## src/rtl/nanq_pkg.sv

```systemverilog
package nanq_pkg;
  localparam int DATA_W = 64;

  typedef enum logic [1:0] {
    FMT_HALF   = 2'd0,
    FMT_BRAIN  = 2'd1,
    FMT_SINGLE = 2'd2,
    FMT_DOUBLE = 2'd3
  } fmtSel_e;

  typedef struct packed {
    logic    capture;
    fmtSel_e fmt;
    logic    polOne;
    logic    noSig;
  } ctlStrobes_t;

  function automatic int expWidth(fmtSel_e f);
    case (f)
      FMT_HALF:   return 5;
      FMT_BRAIN:  return 8;
      FMT_SINGLE: return 8;
      default:    return 11;
    endcase
  endfunction

  function automatic int fracWidth(fmtSel_e f);
    case (f)
      FMT_HALF:   return 10;
      FMT_BRAIN:  return 7;
      FMT_SINGLE: return 23;
      default:    return 52;
    endcase
  endfunction

  function automatic logic [DATA_W-1:0] lowOnes(int n);
    return (n >= DATA_W) ? '1 : ((DATA_W'(1) << n) - DATA_W'(1));
  endfunction
endpackage

```

## src/rtl/nanq_ctrl.sv

```systemverilog
module nanq_ctrl
  import nanq_pkg::*;
#(
  parameter bit OUT_REG = 1'b1
) (
  input  logic        clk,
  input  logic        rstN,
  input  logic        validIn,
  input  logic [1:0]  fmtSel,
  input  logic        sigPolarity,
  input  logic        noSignaling,
  output ctlStrobes_t ctl,
  output logic        validOut
);
  always_comb begin
    ctl.capture = validIn;
    ctl.fmt     = fmtSel_e'(fmtSel);
    ctl.polOne  = sigPolarity;
    ctl.noSig   = noSignaling;
  end

  generate
    if (OUT_REG) begin : gValidReg
      logic validQ;
      always_ff @(posedge clk or negedge rstN) begin
        if (!rstN) validQ <= 1'b0;
        else       validQ <= validIn;
      end
      assign validOut = validQ;
    end else begin : gValidComb
      assign validOut = validIn;
    end
  endgenerate
endmodule

```

## src/rtl/nanq_datapath.sv

```systemverilog
module nanq_datapath
  import nanq_pkg::*;
#(
  parameter bit OUT_REG = 1'b1
) (
  input  logic              clk,
  input  logic              rstN,
  input  ctlStrobes_t       ctl,
  input  logic [DATA_W-1:0] operandIn,
  output logic              isNan,
  output logic              isQuiet,
  output logic              isSignaling,
  output logic [DATA_W-1:0] quietedOut,
  output logic [DATA_W-1:0] defaultNanOut
);
  logic [DATA_W-1:0] expMask, topMask, nextMask, lowMask, widthMask, opW;
  logic expAllOnes, topSet, lowNonZero;
  logic nanC, sigC, quietC;
  logic [DATA_W-1:0] quietC64, dfltC64;

  always_comb begin
    int fw, ew;
    fw = fracWidth(ctl.fmt);
    ew = expWidth(ctl.fmt);
    topMask   = DATA_W'(1) << (fw - 1);
    nextMask  = DATA_W'(1) << (fw - 2);
    lowMask   = lowOnes(fw - 1);
    expMask   = lowOnes(ew) << fw;
    widthMask = lowOnes(fw + ew + 1);
    opW       = operandIn & widthMask;

    expAllOnes = (opW & expMask) == expMask;
    topSet     = |(opW & topMask);
    lowNonZero = |(opW & lowMask);

    nanC   = expAllOnes && (topSet || lowNonZero);
    sigC   = nanC && !ctl.noSig && (ctl.polOne ? topSet : !topSet);
    quietC = nanC && !sigC;

    if (!sigC)            quietC64 = opW;
    else if (ctl.polOne)  quietC64 = (opW & ~topMask) | nextMask;
    else                  quietC64 = opW | topMask;

    dfltC64 = expMask | (ctl.polOne ? lowMask : topMask);
  end

  generate
    if (OUT_REG) begin : gOutReg
      always_ff @(posedge clk or negedge rstN) begin
        if (!rstN) begin
          isNan         <= 1'b0;
          isQuiet       <= 1'b0;
          isSignaling   <= 1'b0;
          quietedOut    <= '0;
          defaultNanOut <= '0;
        end else if (ctl.capture) begin
          isNan         <= nanC;
          isQuiet       <= quietC;
          isSignaling   <= sigC;
          quietedOut    <= quietC64;
          defaultNanOut <= dfltC64;
        end
      end
    end else begin : gOutComb
      assign isNan         = nanC;
      assign isQuiet       = quietC;
      assign isSignaling   = sigC;
      assign quietedOut    = quietC64;
      assign defaultNanOut = dfltC64;
    end
  endgenerate
endmodule

```

## src/rtl/nan_screen.sv

```systemverilog
module nan_screen
  import nanq_pkg::*;
#(
  parameter bit OUT_REG = 1'b1
) (
  input  logic        clk,
  input  logic        rstN,
  input  logic        validIn,
  input  logic [1:0]  fmtSel,
  input  logic [63:0] operandIn,
  input  logic        sigPolarity,
  input  logic        noSignaling,
  output logic        validOut,
  output logic        isNan,
  output logic        isQuiet,
  output logic        isSignaling,
  output logic [63:0] quietedOut,
  output logic [63:0] defaultNanOut
);
  ctlStrobes_t ctl;

  nanq_ctrl #(.OUT_REG(OUT_REG)) uCtrl (
    .clk(clk), .rstN(rstN), .validIn(validIn), .fmtSel(fmtSel),
    .sigPolarity(sigPolarity), .noSignaling(noSignaling),
    .ctl(ctl), .validOut(validOut)
  );

  nanq_datapath #(.OUT_REG(OUT_REG)) uData (
    .clk(clk), .rstN(rstN), .ctl(ctl), .operandIn(operandIn),
    .isNan(isNan), .isQuiet(isQuiet), .isSignaling(isSignaling),
    .quietedOut(quietedOut), .defaultNanOut(defaultNanOut)
  );
endmodule

```

## config.mk

```make
export PLATFORM = sky130hd
export DESIGN_NAME = nan_screen
export DESIGN_NICKNAME = d
export VERILOG_FILES = /design/src/rtl/nanq_pkg.sv /design/src/rtl/nanq_ctrl.sv /design/src/rtl/nanq_datapath.sv /design/src/rtl/nan_screen.sv
export SDC_FILE = /design/constraint.sdc
export NUM_CORES = 1
export LEC_CHECK = 0
export ABC_AREA = 1
export BUFFER_PORTS_ARGS = -buffer_cell sky130_fd_sc_hd__buf_4
export CORE_UTILIZATION = 52
export CTS_CLUSTER_SIZE = 24
export DETAILED_ROUTE_END_ITERATION = 8
export PLACE_DENSITY = 0.92
export SLEW_MARGIN = 10
export SYNTH_ARGS = -nofsm -noshare
export SYNTH_HDL_FRONTEND = slang
export SYNTH_HIERARCHICAL = 1
export SYNTH_SLANG_ARGS = --single-unit
```

## constraint.sdc

```tcl
create_clock -name clk -period 0.9 [get_ports clk]
set_clock_uncertainty 0.05 [all_clocks]
set_input_delay 0.18 -clock clk [delete_from_list [all_inputs] [get_ports clk]]
set_output_delay 0.18 -clock clk [all_outputs]
set_load 0.02 [all_outputs]
```

==> results of run 1 <==
## layer usage
metal | global-route usage (%) | GRT overflow
met5 | 33.7 | 1
met4 | 106 | 172
met3 | 76.4 | 8
met2 | 119 | 533
met1 | 85.4 | 7
## through the flow
stage,setup TNS (ns),setup slack [ns],utilization [%],hold WS (ns),cells
global placement,-87.48,-1.60,76.8,0.00903,1329
detailed placement,-92.68,-1.69,76.8,0.00993,1329
floorplan,-65.81,-1.27,-,-0.166,879
CTS,-79.00,-1.07,91.8,0.00202,1406
## cells by family after synthesis
kind of cell | Yosys count | share of synthesized area (%)
buffers and inverters | 131 | 9.82
muxes | 4 | 0.648
DFF | 116 | 45.6
other | 1 | 0.0589
adders and majority gates | 8 | 1.57
and+or+nand+nor | 526 | 34.5
AOI/OAI and AO/OA | 93 | 7.88
## repair_timing
| item | in CTS |
|---|---|
| cloned | 2 |
| gates resized for setup | 214 |
| pin swaps | 44 |
| setup buffers | 38 |
| endpoints found under the hold margin | 128 |
| endpoints found under the setup margin | 215 |
| hold buffers | 13 |
==> flow_metrics.env, run 1 <==
export IMPL_place_port_buffers=202
export IMPL_syn_inst=879
export IMPL_clock_root_buffer="clkbuf_16"
export IMPL_die_height_um=113
export IMPL_yosys_area_top_type="dfrtp_1"
export IMPL_ys_top_cells_by_area="dfrtp_1, nand2_1, nor2_1"
export IMPL_syn_area_per_cell_um2=7.25
export IMPL_place_congestion=1.13
export IMPL_synth_edf_count=0
export IMPL_die_w_um=113
export IMPL_synth_area_um2=6370
export IMPL_numCtsBuffers=17
export IMPL_grt_max_degree=32
export IMPL_error="[ERROR GRT-0232] Routing congestion too high. Check the congestion heatmap in the GUI."
export IMPL_async_flop_share_pct=100
export IMPL_placed_cell_area_um2=9190
export IMPL_ys_seq_elements=116
export IMPL_grt_remaining_overflow=721
export IMPL_outcome="stopped before the end"
export IMPL_top_level_ports=203
export IMPL_htree_levels=4
export IMPL_row_count=40
export IMPL_grt_util_all_layers_pct=94.3
export IMPL_dp_final_hpwl_um=17900
export IMPL_yosysWarnings=6
export IMPL_synth_common_cells="nand2_1, dfrtp_1, nor2_1, inv_1, o21ai_0"
export IMPL_cts_num_sinks=116
export IMPL_synth_most_common_cell="nand2_1"
export IMPL_clockBufferDepth=2
export IMPL_synth_fp_nets=958
export IMPL_lastStage="global routing (5_1_grt)"
export IMPL_start_util_pct=53.3
export IMPL_synth_cell_type_count=39
export IMPL_synth_top_area_share_pct=45.6
export IMPL_synth_ff_type="dfrtp_1"
export IMPL_seq_area_frac_synth_pct=45.6
==> inputs of run 2 (changes only) <==
- CORE_UTILIZATION: 52 -> 40
- CTS_CLUSTER_SIZE: 24 -> unset
- PLACE_DENSITY: 0.92 -> unset
- PLACE_DENSITY_LB_ADDON: unset -> 0.15
==> run 2 against run 1 <==
  * The flow now finishes, with violations (hold timing, setup timing)
  * Synthesized cell count is the same
  * Synthesized area did not move
==> flow_metrics.env, run 2 <==
export IMPL_outcome="finished, violations left"
export IMPL_violations="hold timing, setup timing"
export IMPL_min_delay_start="operandIn[42]"
export IMPL_regMostFlops="uData/quietedOut"
export IMPL_drcViolationCount=0
export IMPL_place_inst=1388
export IMPL_crit_path_frequent_cell="nor2_1"
export IMPL_clockBufferDepth=2
export IMPL_p_leak_nw=6.49
export IMPL_synth_fp_nets=958
export IMPL_synth_area_um2=6370
export IMPL_max_freq_mhz=453
export IMPL_synth_ff_type="dfrtp_1"
export IMPL_holdPathEnd="uData/quietedOut[42]"
export IMPL_layout_min_cycle_time_ns=2.21
export IMPL_avgViaCountPerCell=5.17
export IMPL_die_height_um=128
export IMPL_cpPeakStageDelay_ns=0.25
export IMPL_dp_slack_ns=-1.70
export IMPL_yosysWarnings=6
export IMPL_crit_arrival_ns=2.51
export IMPL_grt_pass1_vias=7548
export IMPL_clock_root_buffer="clkbuf_16"
export IMPL_setup_viol=212
export IMPL_synth_most_common_cell="nand2_1"
export IMPL_synth_common_cells="nand2_1, dfrtp_1, nor2_1, inv_1, o21ai_0"
export IMPL_die_area_um2=16400
export IMPL_finalPower_mw=18.6
export IMPL_mostFrequentLayoutCells="nand2_1, buf_4, buf_6"
export IMPL_grt_max_degree=59
export IMPL_dr_pass1_iters=5
export IMPL_largest_reg_flops=64
export IMPL_final_nets=1394
export IMPL_reg2reg_from="uData/defaultNanOut[62]"
export IMPL_hold_viol=4
export IMPL_seq_area_frac_synth_pct=45.6
export IMPL_antenna_found_initial=0
export IMPL_die_w_um=128
export IMPL_worstPathMaxFanout=6
export IMPL_coreArea_um2=15400
export IMPL_synthToLayoutAreaGrowth_pct=95.4
export IMPL_via_count=7959
export IMPL_antennaDiodeCount=0
export IMPL_cts_num_sinks=116
export IMPL_numCtsBuffers=17
export IMPL_grt_util_all_layers_pct=32.9
export IMPL_critPathCaptureType="flop"
export IMPL_synth_edf_count=0
export IMPL_holdBufCountCts=13
export IMPL_syn_area_per_cell_um2=7.25
export IMPL_fin_cells=1539
export IMPL_ff2ff_path_depth=5
export IMPL_top_regs="uData/quietedOut: 64 flops, uData/defaultNanOut: 48 flops"
export IMPL_fin_util_pct=81.0
export IMPL_synth_top_area_share_pct=45.6
export IMPL_final_common_cell="nand2_1"
export IMPL_wl_per_cell_um=18.3
export IMPL_start_util_pct=41.4
export IMPL_syn_inst=879
export IMPL_yosys_area_top_type="dfrtp_1"
export IMPL_design_area_um2=12400
export IMPL_htree_levels=4
export IMPL_place_congestion=0.930
export IMPL_ys_seq_elements=116
export IMPL_insertion_delay_ns=0.43
export IMPL_cp_slowest_cell="nand4_4"
export IMPL_top_level_ports=203
export IMPL_hold_ws_ns=-0.0153
export IMPL_path_cells="buf_12 -> inv_8 -> ha_4 -> nor2_4 -> buf_12 -> buf_4 -> nand3_4 -> nor2_1 -> nor2_1 -> nand2_1 -> nor2_4 -> nand3_4 -> nor2_8 -> nand4_4 -> inv_4 -> buf_6 -> a21oi_4 -> nor2_1"
export IMPL_regToRegSetupSlack_ns=-0.15
export IMPL_r2r_end="uData/defaultNanOut[62]"
export IMPL_cts_tree="built"
export IMPL_path_clk_slew_ns=0.06
export IMPL_path_class="input port to flop"
export IMPL_async_flop_share_pct=100
export IMPL_synth_cell_type_count=39
export IMPL_finalMaxSlewViolations=0
export IMPL_hold_path_class="input port to flop"
export IMPL_drive_gt1_share_pct=52.0
export IMPL_hold_depth=3
export IMPL_final_setup_tns_ns=-89.49
export IMPL_vdd_drop_max_uv=1770
export IMPL_power_density_nw_per_um2=1490
export IMPL_place_port_buffers=202
export IMPL_ys_top_cells_by_area="dfrtp_1, nand2_1, nor2_1"
export IMPL_fin_ws_ns=-1.31
export IMPL_min_period_over_period_pct=245
export IMPL_routed_wl_um=28200
export IMPL_rsz0062_at_grt="yes"
export IMPL_placed_cell_area_um2=9220
export IMPL_critPathLaunchType="input port"
export IMPL_grt_remaining_overflow=0
export IMPL_dp_final_hpwl_um=18100
export IMPL_ant_nets=0
export IMPL_row_count=45
export IMPL_maxCapViolCount=0
export IMPL_crit_required_ns=1.20
export IMPL_drtIter0Drc=679
export IMPL_grt_pass1_wl_um=40600
[run 2: cell counts after synthesis]
No cell type changed its count.
[run 2: how the worst max path moves through the flow]
stage	from	cells after the start	endpoint
2_1_floorplan	fmtSel[0]	17	uData/quietedOut[17]
3_3_place_gp	fmtSel[0]	18	uData/quietedOut[60]
3_5_place_dp	fmtSel[0]	17	uData/quietedOut[6]
4_1_cts	fmtSel[0]	18	uData/quietedOut[60]
5_1_grt	fmtSel[0]	18	uData/quietedOut[16]
6_report	fmtSel[0]	18	uData/quietedOut[16]
[run 2: area by class of cell]
cell class	count	area, µm²
timing repair buffer	476	4570
tap	211	264
clock inverter	15	149
clock buffer	17	425
multi-input combinational	635	3820
fill	999	2920
inverter	69	312
sequential	116	2910
[run 2: kinds of logic after synthesis]
kind of cell / synth area share, %
AOI/OAI and AO/OA: 7.88
adders and majority gates: 1.57
buffers and inverters: 9.82
DFF: 45.6
muxes: 0.648
other: 0.0589
and+or+nand+nor: 34.5
[run 2: metal layers]
metal	wire length (µm)	up-vias	global-route usage [%]
li1	-	3658	-
met1	11600	3792	43.2
met2	13500	419	54.1
met3	2170	90	6.76
met4	937	0	10.7
met5	0	-	0
[run 2: critical path, delay by kind of cell]
| kind | cells | cell delay [ns] |
|---|---|---|
| fa+ha+maj | 1 | 0.15 |
| buf+inv | 6 | 0.71 |
| compound gates | 1 | 0.04 |
| simple gates | 10 | 1.41 |
[run 2: timing repair]
action                                  in CTS  in global routing
pin swaps                                   66                 72
setup buffers                               56                 48
endpoints found under the setup margin     209                210
resized for setup                          331                114
hold endpoints to repair                   133                  2
cloned                                       7                  0
[run 2: power by group]
group	internal, mW	leakage (nW)	switching, mW	total (mW)
clock network	3.86	0.282	2.76	6.62
logic	2.94	4.73	2.99	5.92
registers	5.67	1.48	0.364	6.03
total	12.5	6.49	6.11	18.6
No activity file was read; power rests on OpenSTA's default activity.
